File: src/rtl/dbr_pkg.sv
package dbr_pkg;
  typedef struct packed {
    logic cs_n;
    logic wr1_n;
    logic wr2_n;
    logic xfer_n;
    logic hi_sel;
  } strobes_t;

  localparam strobes_t STB_IDLE = '{cs_n: 1'b1, wr1_n: 1'b1, wr2_n: 1'b1,
                                    xfer_n: 1'b1, hi_sel: 1'b0};

  typedef enum logic [2:0] {
    CAUSE_NONE    = 3'd0,
    CAUSE_CTL_SU  = 3'd1,
    CAUSE_CTL_HD  = 3'd2,
    CAUSE_DAT_SU  = 3'd3,
    CAUSE_DAT_HD  = 3'd4,
    CAUSE_WR_PW   = 3'd5,
    CAUSE_XF_PW   = 3'd6
  } cause_e;
endpackage

File: src/rtl/dbr_sampler.sv
module dbr_sampler
  import dbr_pkg::*;
#(
  parameter int DW = 8
) (
  input  logic          clk,
  input  logic          rst,
  input  strobes_t      stb_in,
  input  logic [DW-1:0] bus_in,
  output strobes_t      s_stb,
  output logic [DW-1:0] s_bus,
  output strobes_t      p_stb,
  output logic [DW-1:0] p_bus
);
  always_ff @(posedge clk) begin
    if (rst) begin
      s_stb <= STB_IDLE;
      p_stb <= STB_IDLE;
      s_bus <= '0;
      p_bus <= '0;
    end else begin
      s_stb <= stb_in;
      s_bus <= bus_in;
      p_stb <= s_stb;
      p_bus <= s_bus;
    end
  end
endmodule

File: src/rtl/dbr_in_latches.sv
module dbr_in_latches #(
  parameter int DW = 8
) (
  input  logic          clk,
  input  logic          rst,
  input  logic          wr_act,
  input  logic          hi_sel,
  input  logic [DW-1:0] bus,
  output logic [DW-1:0] hi_nxt,
  output logic [DW-1:0] lo_nxt,
  output logic [DW-1:0] hi_q,
  output logic [DW-1:0] lo_q
);
  always_comb begin
    hi_nxt = (wr_act && hi_sel) ? bus : hi_q;
    lo_nxt = wr_act ? bus : lo_q;
  end

  always_ff @(posedge clk) begin
    if (rst) begin
      hi_q <= '0;
      lo_q <= '0;
    end else begin
      hi_q <= hi_nxt;
      lo_q <= lo_nxt;
    end
  end

  assert_hi_hold_R3: assert property (@(posedge clk) disable iff (rst)
    !(wr_act && hi_sel) |=> $stable(hi_q));

  assert_lo_hold_R4: assert property (@(posedge clk) disable iff (rst)
    !wr_act |=> $stable(lo_q));
endmodule

File: src/rtl/dbr_out_reg.sv
module dbr_out_reg #(
  parameter int WW = 16
) (
  input  logic          clk,
  input  logic          rst,
  input  logic          xfer_act,
  input  logic [WW-1:0] word_nxt,
  output logic [WW-1:0] code_q
);
  always_ff @(posedge clk) begin
    if (rst)           code_q <= '0;
    else if (xfer_act) code_q <= word_nxt;
  end

  assert_code_hold_R5: assert property (@(posedge clk) disable iff (rst)
    !xfer_act |=> $stable(code_q));

  assert_reset_clear_R1: assert property (@(posedge clk)
    rst |=> (code_q == '0));
endmodule

File: src/rtl/dbr_timing_chk.sv
module dbr_timing_chk
  import dbr_pkg::*;
#(
  parameter int DW      = 8,
  parameter int T_CS_SU = 19,
  parameter int T_CS_HD = 2,
  parameter int T_D_SU  = 9,
  parameter int T_D_HD  = 9,
  parameter int T_PW    = 19
) (
  input  logic          clk,
  input  logic          rst,
  input  strobes_t      s_stb,
  input  strobes_t      p_stb,
  input  logic [DW-1:0] s_bus,
  input  logic [DW-1:0] p_bus,
  output logic          viol_flag,
  output logic [2:0]    viol_cause
);
  localparam int TM1  = (T_CS_SU > T_CS_HD) ? T_CS_SU : T_CS_HD;
  localparam int TM2  = (T_D_SU > T_D_HD) ? T_D_SU : T_D_HD;
  localparam int TM3  = (TM1 > TM2) ? TM1 : TM2;
  localparam int TMAX = (TM3 > T_PW) ? TM3 : T_PW;
  localparam int CW   = $clog2(TMAX + 2);
  localparam logic [CW-1:0] CMAX  = CW'(TMAX + 1);
  localparam logic [CW-1:0] L_CSU = CW'(T_CS_SU);
  localparam logic [CW-1:0] L_CHD = CW'(T_CS_HD);
  localparam logic [CW-1:0] L_DSU = CW'(T_D_SU);
  localparam logic [CW-1:0] L_DHD = CW'(T_D_HD);
  localparam logic [CW-1:0] L_PW  = CW'(T_PW);

  function automatic logic [CW-1:0] sat_inc(input logic [CW-1:0] v);
    return (v >= CMAX) ? CMAX : v + 1'b1;
  endfunction

  logic wr_s, wr_p, xf_s, xf_p, wr_start, wr_end, xf_end, ctl_chg, dat_chg;
  logic [CW-1:0] ctl_age_q, dat_age_q, end_age_q, wlen_q, xlen_q;
  logic [CW-1:0] ctl_age_now, dat_age_now, end_age_now;
  cause_e cause_now;

  always_comb begin
    wr_s     = !s_stb.cs_n && !s_stb.wr1_n;
    wr_p     = !p_stb.cs_n && !p_stb.wr1_n;
    xf_s     = !s_stb.wr2_n && !s_stb.xfer_n;
    xf_p     = !p_stb.wr2_n && !p_stb.xfer_n;
    wr_start = wr_s && !wr_p;
    wr_end   = !wr_s && wr_p;
    xf_end   = !xf_s && xf_p;
    ctl_chg  = (s_stb.cs_n != p_stb.cs_n) || (s_stb.hi_sel != p_stb.hi_sel);
    dat_chg  = (s_bus != p_bus);
    ctl_age_now = ctl_chg ? '0 : sat_inc(ctl_age_q);
    dat_age_now = dat_chg ? '0 : sat_inc(dat_age_q);
    end_age_now = wr_end  ? '0 : sat_inc(end_age_q);
  end

  always_comb begin
    if (wr_start && ctl_age_now < L_CSU)      cause_now = CAUSE_CTL_SU;
    else if (ctl_chg && end_age_now < L_CHD)  cause_now = CAUSE_CTL_HD;
    else if (wr_end && dat_age_now < L_DSU)   cause_now = CAUSE_DAT_SU;
    else if (dat_chg && end_age_now < L_DHD)  cause_now = CAUSE_DAT_HD;
    else if (wr_end && wlen_q < L_PW)         cause_now = CAUSE_WR_PW;
    else if (xf_end && xlen_q < L_PW)         cause_now = CAUSE_XF_PW;
    else                                      cause_now = CAUSE_NONE;
  end

  always_ff @(posedge clk) begin
    if (rst) begin
      ctl_age_q  <= CMAX;
      dat_age_q  <= CMAX;
      end_age_q  <= CMAX;
      wlen_q     <= '0;
      xlen_q     <= '0;
      viol_flag  <= 1'b0;
      viol_cause <= CAUSE_NONE;
    end else begin
      ctl_age_q <= ctl_age_now;
      dat_age_q <= dat_age_now;
      end_age_q <= end_age_now;
      if (wr_s) wlen_q <= wr_p ? sat_inc(wlen_q) : CW'(1);
      if (xf_s) xlen_q <= xf_p ? sat_inc(xlen_q) : CW'(1);
      if (!viol_flag && cause_now != CAUSE_NONE) begin
        viol_flag  <= 1'b1;
        viol_cause <= cause_now;
      end
    end
  end

  assert_sticky_R12: assert property (@(posedge clk) disable iff (rst)
    viol_flag |=> (viol_flag && $stable(viol_cause)));
endmodule

File: src/rtl/dbuf_dac_loader.sv
module dbuf_dac_loader
  import dbr_pkg::*;
#(
  parameter int DW      = 8,
  parameter int T_CS_SU = 19,
  parameter int T_CS_HD = 2,
  parameter int T_D_SU  = 9,
  parameter int T_D_HD  = 9,
  parameter int T_PW    = 19
) (
  input  logic            clk,
  input  logic            rst,
  input  logic [DW-1:0]   bus_in,
  input  logic            cs_n,
  input  logic            wr1_n,
  input  logic            wr2_n,
  input  logic            xfer_n,
  input  logic            hi_sel,
  output logic [2*DW-1:0] code_out,
  output logic            viol_flag,
  output logic [2:0]      viol_cause
);
  localparam int WW = 2 * DW;

  strobes_t      stb_in, s_stb, p_stb;
  logic [DW-1:0] s_bus, p_bus, hi_nxt, lo_nxt, hi_q, lo_q;
  logic          wr_act, xfer_act;

  assign stb_in   = '{cs_n: cs_n, wr1_n: wr1_n, wr2_n: wr2_n,
                      xfer_n: xfer_n, hi_sel: hi_sel};
  assign wr_act   = !s_stb.cs_n && !s_stb.wr1_n;
  assign xfer_act = !s_stb.wr2_n && !s_stb.xfer_n;

  dbr_sampler #(.DW(DW)) u_smp (
    .clk(clk), .rst(rst), .stb_in(stb_in), .bus_in(bus_in),
    .s_stb(s_stb), .s_bus(s_bus), .p_stb(p_stb), .p_bus(p_bus));

  dbr_in_latches #(.DW(DW)) u_lat (
    .clk(clk), .rst(rst), .wr_act(wr_act), .hi_sel(s_stb.hi_sel),
    .bus(s_bus), .hi_nxt(hi_nxt), .lo_nxt(lo_nxt), .hi_q(hi_q), .lo_q(lo_q));

  dbr_out_reg #(.WW(WW)) u_out (
    .clk(clk), .rst(rst), .xfer_act(xfer_act),
    .word_nxt({hi_nxt, lo_nxt}), .code_q(code_out));

  dbr_timing_chk #(.DW(DW), .T_CS_SU(T_CS_SU), .T_CS_HD(T_CS_HD),
                   .T_D_SU(T_D_SU), .T_D_HD(T_D_HD), .T_PW(T_PW)) u_chk (
    .clk(clk), .rst(rst), .s_stb(s_stb), .p_stb(p_stb),
    .s_bus(s_bus), .p_bus(p_bus),
    .viol_flag(viol_flag), .viol_cause(viol_cause));
endmodule

File: config.mk
export PLATFORM = sky130hd
export DESIGN_NAME = dbuf_dac_loader
export DESIGN_NICKNAME = d
export VERILOG_FILES = /design/src/rtl/dbr_pkg.sv /design/src/rtl/dbr_sampler.sv /design/src/rtl/dbr_in_latches.sv /design/src/rtl/dbr_out_reg.sv /design/src/rtl/dbr_timing_chk.sv /design/src/rtl/dbuf_dac_loader.sv
export SDC_FILE = /design/constraint.sdc
export NUM_CORES = 1
export LEC_CHECK = 0
export BUFFER_PORTS_ARGS = -buffer_cell sky130_fd_sc_hd__buf_2
export CELL_PAD_IN_SITES_DETAIL_PLACEMENT = 1
export CELL_PAD_IN_SITES_GLOBAL_PLACEMENT = 1
export CORE_UTILIZATION = 40
export DETAILED_ROUTE_END_ITERATION = 10
export PLACE_DENSITY = 0.71
export SLEW_MARGIN = 20
export SYNTH_ARGS = -nofsm -noshare
export SYNTH_HDL_FRONTEND = slang
export SYNTH_SLANG_ARGS = --single-unit
File: constraint.sdc
create_clock -name clk -period 2.3 [get_ports clk]
set_clock_uncertainty 0.15 [all_clocks]
set_input_delay 0.345 -clock clk [delete_from_list [all_inputs] [get_ports clk]]
set_output_delay 0.345 -clock clk [all_outputs]
set_load 0.02 [all_outputs]
==> metrics.csv, run 1 <==
stage;metric;value;unit
drt;drt_iter0_markers;53;
cells_and_area;syn_to_final_growth;18.1;%
timing;fmaxAchievable;445;MHz
critical_path;worstPathMaxFanout;2;
synth;synthArstFlopShare;0;%
timing;drv_slew;0;
placement;placed_cell_area;3810;sq um
global_routing;track_usage;18.3;%
drt;viasPerCell;5.07;
timing;min_period;2250;ps
synth;yosysUniqueCellTypes;51;
floorplanning;die_x;95.1;microns
synth;ys.flop_type;dfxtp_1;
synth;syn_area_per_cell;9.61;sq um
cells_and_area;fin_nets;434;
floorplanning;die-area;9050;sq um
flow_run;max_cap_viol_count;0;
outcome;status;finished clean;
drt;drcViolationCount;0;
cells_and_area;layout-drive-gt1-share;23.5;%
global_routing;grt_start_max_net_pins;39;
global_routing;antenna_found_initial;0;
floorplanning;io_pins;35;
timing;fin_tns_setup;0;ps
critical_path;critical_path.max_stage_delay;530;ps
drt;ant_nets;0;
synth;synth_edf_count;0;
timing;worst_pin_slew;571;ps
pwr;power_density;675;nW/um^2
timing;post-route-period-util;97.7;%
synth;yosys_warnings;0;
global_routing;met2_usage;30.2;%
drt;routed_wl;7260;microns
drt;wl_per_cell;14.0;microns
floorplanning;dieHeight;95.1;microns
pwr;irDropWorstVdd;0.438;mV
cts;htree_levels;3;
global_routing;grt_use_met1;22.7;%
cts;numClockSinks;87;
synth;synth-seq-cells;87;
pwr;p_total;2.76;mW
worst_hold_path;holdCritPathClass;in2reg;
cts;path_clk_slew;90;ps
cells_and_area;insertedDiodeCount;0;
placement;place_hpwl;5130;microns
timing;rsz0062_at_grt;true;
synth;synth_area;3470;sq um
global_routing;grt_overflow_total;0;
timing;finalSetupViolCount;0;
cts;cts_tree;yes;
cells_and_area;fin_area;4100;sq um
floorplanning;core_area;8300;sq um
global_routing;grt.busiest_layer;met2;
cts;cts_max_path_buffers;2;
floorplanning;rows;33;
global_routing;grt_pass1_vias;2577;
critical_path;path_buf_inv;2;
cts;numCtsBuffers;9;
pwr;leakage;1.63;nW
timing;hold_violations;0;
critical_path;slowest_stage;or4b_4;
critical_path;crit_family;compound AO/OA/AOI/OAI gates;
drt;first_pass_iters;4;
synth;synth_nets;386;
placement;gp_congestion;0.789;
global_routing;grt_first_pass_wirelength;12600;microns
cells_and_area;n_fill_cell;943;
drt;num_vias;2626;
cts;worst_skew_pair.late_latency;360;ps
synth;syn_inst;361;
critical_path;crit_path_start_kind;flop;
critical_path;cp.arrival;2360;ps
critical_path;path_cells;inv_2, ha_4, buf_4, nor4_1, o31ai_2, a41oi_2, or4b_4, o21ba_1;
critical_path;crit_type;reg2reg;
critical_path;worstPathRequired;2410;ps
critical_path;end_kind;flop;
global_routing;grt_use_met3;4.47;%
cts;root_buffer;clkbuf_8;
placement;portBuffers;34;
floorplanning;start_util;41.8;%
timing;slew_headroom;61.6;%
synth;ys_seq_area_share;50.2;%
## cell usage after synthesis (2+ instances only)
cell type / n / area share (%)
a41oi_1: 4 / 1.0
nand3_1: 7 / 1.0
o21ai_0: 11 / 1.6
a311oi_1: 3 / 0.76
ha_1: 10 / 3.6
or2_2: 11 / 2.0
o31ai_1: 2 / 0.43
buf_2: 2 / 0.29
nor2_1: 49 / 5.3
xnor2_1: 9 / 2.3
and3_1: 5 / 0.90
or4_1: 2 / 0.43
nor2b_1: 21 / 3.8
a21oi_1: 9 / 1.3
a211o_1: 2 / 0.50
a21o_1: 2 / 0.43
o21bai_1: 3 / 0.65
nand4_1: 2 / 0.36
a31oi_1: 3 / 0.54
nor3_1: 13 / 1.9
inv_1: 16 / 1.7
o211ai_1: 2 / 0.43
o21a_1: 2 / 0.43
clkbuf_1: 14 / 1.5
mux2i_1: 17 / 4.9
dfxtp_1: 87 / 50
and2_1: 2 / 0.36
nand2b_1: 3 / 0.54
a211oi_1: 18 / 3.9
nand2_1: 9 / 0.97
## where the power goes
part	internal (mW)	leakage, nW	switching (mW)
clock	0.394	0.0821	0.567
combinational	0.0945	0.839	0.116
sequential	1.55	0.712	0.0428
## state kept, by name (all words and copies together), names as in the netlist, 8 cells and up
signal        cells
u_out.code_q     16
u_lat.hi_q        8
u_lat.lo_q        8
u_smp.p_bus       8
u_smp.s_bus       8
## layout make-up
class	instances	area [sq um]	area share, %
clock buffers	9	124	3.02
clock inverters	6	46.3	1.13
inverters	16	60.1	1.47
multi-input cells	242	1670	40.7
flip-flops and latches	87	1750	42.7
well taps	105	131	3.21
repair buffers	53	320	7.82
## stage by stage
step | hold WS, ps | instances | setup WS (ps) | utilization, %
2_1_floorplan | 283 | 361 | 6.17 | -
3_3_place_gp | 318 | 497 | 2.35 | 45.9
3_5_place_dp | 321 | 497 | -63.8 | 45.9
4_1_cts | 0.622 | 517 | 3.44 | 49.0
5_1_grt | 9.42 | 518 | -11.7 | 49.4
6_report | 14.6 | 518 | 53.0 | 49.4
## routing by layer
layer / part of all wire (%) / vias up / wire length, microns
met1: 47 / 1241 / 3410
met3: 2.9 / 11 / 213
li1: - / 1343 / -
met2: 48 / 31 / 3500
met4: 1.9 / 0 / 138
met5: 0 / - / 0
## final timing paths
path / to / cells past startpoint / slack [ps] / startpoint
hold / removal: u_smp.s_stb[3] / 2 / 10 / wr1_n
setup / recovery: u_chk.viol_flag / 8 / 50 / u_chk.dat_age_q[0]
hold reg to reg: u_chk.end_age_q[0] / 1 / 300 / u_chk.end_age_q[0]
setup reg to reg: u_chk.viol_flag / 8 / 50 / u_chk.dat_age_q[0]
## cells in the final DEF, fill, tap and decap left out, types with 3 or more instances in the layout
cell | synthesis | routed
a211oi_1 | 18 | 18
ha_1 | 10 | 7
buf_2 | 2 | 34
xnor2_1 | 9 | 9
mux2i_1 | 17 | 17
nand3_1 | 7 | 7
clkbuf_8 | 0 | 9
and3_1 | 5 | 5
a31oi_1 | 3 | 3
nor3_1 | 13 | 13
nand2_1 | 9 | 9
dfxtp_1 | 87 | 83
o21ai_0 | 11 | 11
inv_1 | 16 | 14
dfxtp_2 | 0 | 3
nor2b_1 | 21 | 21
or2_2 | 11 | 11
dlygate4sd3_1 | 0 | 3
o21bai_1 | 3 | 3
nor2_1 | 49 | 48
buf_4 | 0 | 16
a21oi_1 | 9 | 9
a41oi_1 | 4 | 3
## kinds of logic after synthesis
logic type                 count (synthesis)  share of synthesized area (%)
and+or+nand+nor                          133                           19.5
xor gates and xnor gates                  12                           3.79
DFF                                       87                           50.2
muxes                                     17                           4.90
AOI/OAI and AO/OA                         70                           14.4
buffers and inverters                     32                           3.53
adders and majority gates                 10                           3.61
## repair_timing
item | 4_1_cts | 5_1_grt
gates resized for setup | 10 | 6
setup endpoints to repair | 1 | 2
hold endpoints to repair | 3 | 0
setup buffers | 2 | 1
hold buffers | 3 | 0
pin swaps | 6 | 7
Power figures use the tool's default switching activity.
==> run 2: changes to the inputs <==
--- a/config.mk
+++ b/config.mk
@@ -5,12 +5,15 @@
 export SDC_FILE = /design/constraint.sdc
 export NUM_CORES = 1
 export LEC_CHECK = 0
+export ABC_AREA = 1
 export BUFFER_PORTS_ARGS = -buffer_cell sky130_fd_sc_hd__buf_2
 export CELL_PAD_IN_SITES_DETAIL_PLACEMENT = 1
 export CELL_PAD_IN_SITES_GLOBAL_PLACEMENT = 1
-export CORE_UTILIZATION = 40
+export CORE_MARGIN = 5
+export CORE_UTILIZATION = 39
 export DETAILED_ROUTE_END_ITERATION = 10
-export PLACE_DENSITY = 0.71
+export HOLD_SLACK_MARGIN = 0.03
+export PLACE_DENSITY = 0.72
 export SLEW_MARGIN = 20
 export SYNTH_ARGS = -nofsm -noshare
 export SYNTH_HDL_FRONTEND = slang
==> run 2 against run 1 <==
- critical path depth rose by 4
- via count rose by 14%
- highest routed layer unchanged
- maximum frequency rose by 12%
- worst setup slack improved by 250 ps
- cell count rose by 23%
- register-to-register slack improved by 250 ps
- combinational power rose by 11%
==> metrics.csv, run 2 <==
stage;metric;value;unit
outcome;status;finished clean;
timing;slew_headroom;62.1;%
cts;cts_tree;yes;
synth;synth.most_common_cell;nand2_1;
timing;worst_pin_slew;567;ps
timing;post-route-period-util;87.0;%
global_routing;grt_pass1_vias;3190;
synth;synth_area_leader_cell;dfxtp_1;
synth;syn_inst;481;
timing;hold_violations;0;
cells_and_area;fin_nets;546;
drt;first_pass_iters;4;
cells_and_area;syn_to_final_growth;13.4;%
drt;ant_nets;0;
timing;min_period;2000;ps
floorplanning;start_util;39.7;%
synth;synth-seq-cells;87;
synth;yosys-top-cells-area;dfxtp_1 (48%), nand2_1 (11%), inv_1 (7.4%);
drt;wl_per_cell;12.6;microns
synth;synth_top_cells_by_count;nand2_1 (106), dfxtp_1 (87), inv_1 (72);
critical_path;critical_path.max_stage_delay;390;ps
cells_and_area;insertedDiodeCount;0;
floorplanning;die_x;107;microns
synth;synth_edf_count;0;
global_routing;grt_first_pass_wirelength;14500;microns
timing;rsz0062_at_grt;false;
cells_and_area;largest_reg_flops;16;
floorplanning;core_area;9200;sq um
placement;placed_cells;617;
drt;drt_iter0_markers;74;
synth;ys_seq_area_share;47.8;%
cells_and_area;final-seq-area;1740;sq um
floorplanning;io_pins;35;
floorplanning;rows;35;
critical_path;path_cells;inv_1, ha_1, nand3_1, nand3_1, nand2_1, nand2_2, a21oi_2, nand2_2, nor2_4, nand3_2, o21ai_0, inv_1;
cts;root_buffer;clkbuf_8;
drt;routed_wl;8030;microns
cells_and_area;instances_no_fill;637;
placement;place_hpwl;5900;microns
global_routing;antenna_found_initial;0;
cts;cts_max_path_buffers;2;
critical_path;crit_path_start_kind;flop;
cells_and_area;final_util;45.0;%
placement;portBuffers;34;
synth;synthArstFlopShare;0;%
global_routing;track_usage;15.7;%
synth;syn_area_per_cell;7.58;sq um
drt;drcViolationCount;0;
global_routing;grt_start_max_net_pins;49;
flow_run;max_cap_viol_count;0;
critical_path;worstPathMaxFanout;6;
floorplanning;die-area;11400;sq um
floorplanning;dieHeight;107;microns
placement;gp_congestion;0.779;
cells_and_area;final_common_cell;nand2_1;
timing;finalSetupViolCount;0;
cts;htree_levels;3;
critical_path;worstPathRequired;2390;ps
pwr;irDropWorstVdd;0.306;mV
cells_and_area;layout-drive-gt1-share;17.5;%
cts;worst_skew_pair.late_latency;340;ps
pwr;power_density;669;nW/um^2
cells_and_area;multi_input_area;1520;sq um
synth;yosys_warnings;0;
synth;yosysUniqueCellTypes;38;
timing;drv_slew;0;
cts;path_clk_slew;90;ps
cells_and_area;n_fill_cell;1176;
synth;synth_area;3650;sq um
synth;ys.flop_type;dfxtp_1;
synth;synth.top_cell.area_share;47.8;%
drt;num_vias;2989;
cts;numClockSinks;87;
critical_path;cp.arrival;2090;ps
cells_and_area;regMostFlops;u_out.code_q;
cells_and_area;layout_common_cells;nand2_1 (106), dfxtp_1 (86), inv_1 (72);
drt;viasPerCell;4.69;
timing;fmaxAchievable;500;MHz
critical_path;slowest_stage;dfxtp_2;
timing;fin_hold_ws;51.2;ps
pwr;leakage;1.96;nW
cts;numCtsBuffers;9;
worst_hold_path;holdCritPathClass;in2reg;
synth;synth_nets;506;
global_routing;grt_overflow_total;0;
timing;fin_tns_setup;0;ps
critical_path;crit_type;reg2reg;
critical_path;end_kind;flop;
-- run 2: cell count changes after synthesis, sizes merged, moves of 6 or more --
cell	change
nand2	+104
or2	-8
o211ai	+14
inv	+65
nor2	+22
a211oi	-17
nand3	+8
o21ai	+8
nor3	-6
xnor2	-8
mux2i	-17
a21oi	+8
nor2b	-21
-- run 2: final cells by class --
cell class	count	area share (%)
Clock buffer	10	3.33
Clock inverter	6	0.877
Inverter	84	7.62
Multi-Input combinational cell	296	36.7
Sequential cell	87	42.1
Tap cell	111	3.36
Timing Repair Buffer	43	5.99
-- run 2: where the power goes --
part	total, mW	internal [mW]	switching (mW)
Clock	0.947	0.416	0.530
Combinational	0.233	0.0835	0.149
Sequential	1.59	1.56	0.0297
Total	2.76	2.06	0.709
-- run 2: cell families after synthesis --
family          Yosys count  share of synthesized area [%]
buf+inv                  98                           10.7
fa+ha+maj                10                           3.43
xor+xnor                  4                          0.961
simple gates            220                           26.1
flops                    87                           47.8
compound gates           62                           11.0
-- run 2: worst paths after layout --
kind,from,to,slack (ps),cells past startpoint
worst min register to register,u_smp.s_stb[2],u_smp.p_stb[2],290,2
worst max register to register,u_chk.end_age_q[0],u_chk.viol_flag,300,12
worst min-delay path,bus_in[4],u_smp.s_bus[4],50,3
worst max-delay path,u_chk.end_age_q[0],u_chk.viol_flag,300,12
-- run 2: through the flow --
stage | worst slack [ps] | cell area (sq um) | total power, mW
detailed placement | 226 | 3920 | 1.85
global route | 51.1 | 4140 | 2.93
finish | 298 | 4140 | 2.76
floorplan | 468 | 3650 | 1.78
global placement | 330 | 3920 | 1.84
CTS | 210 | 4120 | 2.82
-- run 2: layer usage --
layer	share of wire, %	GRT usage [%]	vias up
li1	-	-	1561
met1	50	20.0	1397
met2	47	26.8	25
met3	2.2	3.91	6
met4	0.93	3.29	0
met5	0	0	-
-- run 2: repair_timing --
item                                    4_1_cts  5_1_grt
endpoints found under the setup margin        0        1
gates resized for setup                       0        1
buffers inserted                              0        0
hold buffers                                  3        1
hold endpoints to repair                      3        1
-- run 2: critical path, delay by kind of cell, from the launching register on --
kind,cells,cell delay (ps)
and+or+nand+nor,7,650
DFF,1,390
AOI/OAI and AO/OA,2,310
adders and majority gates,1,290
buffers and inverters,2,120
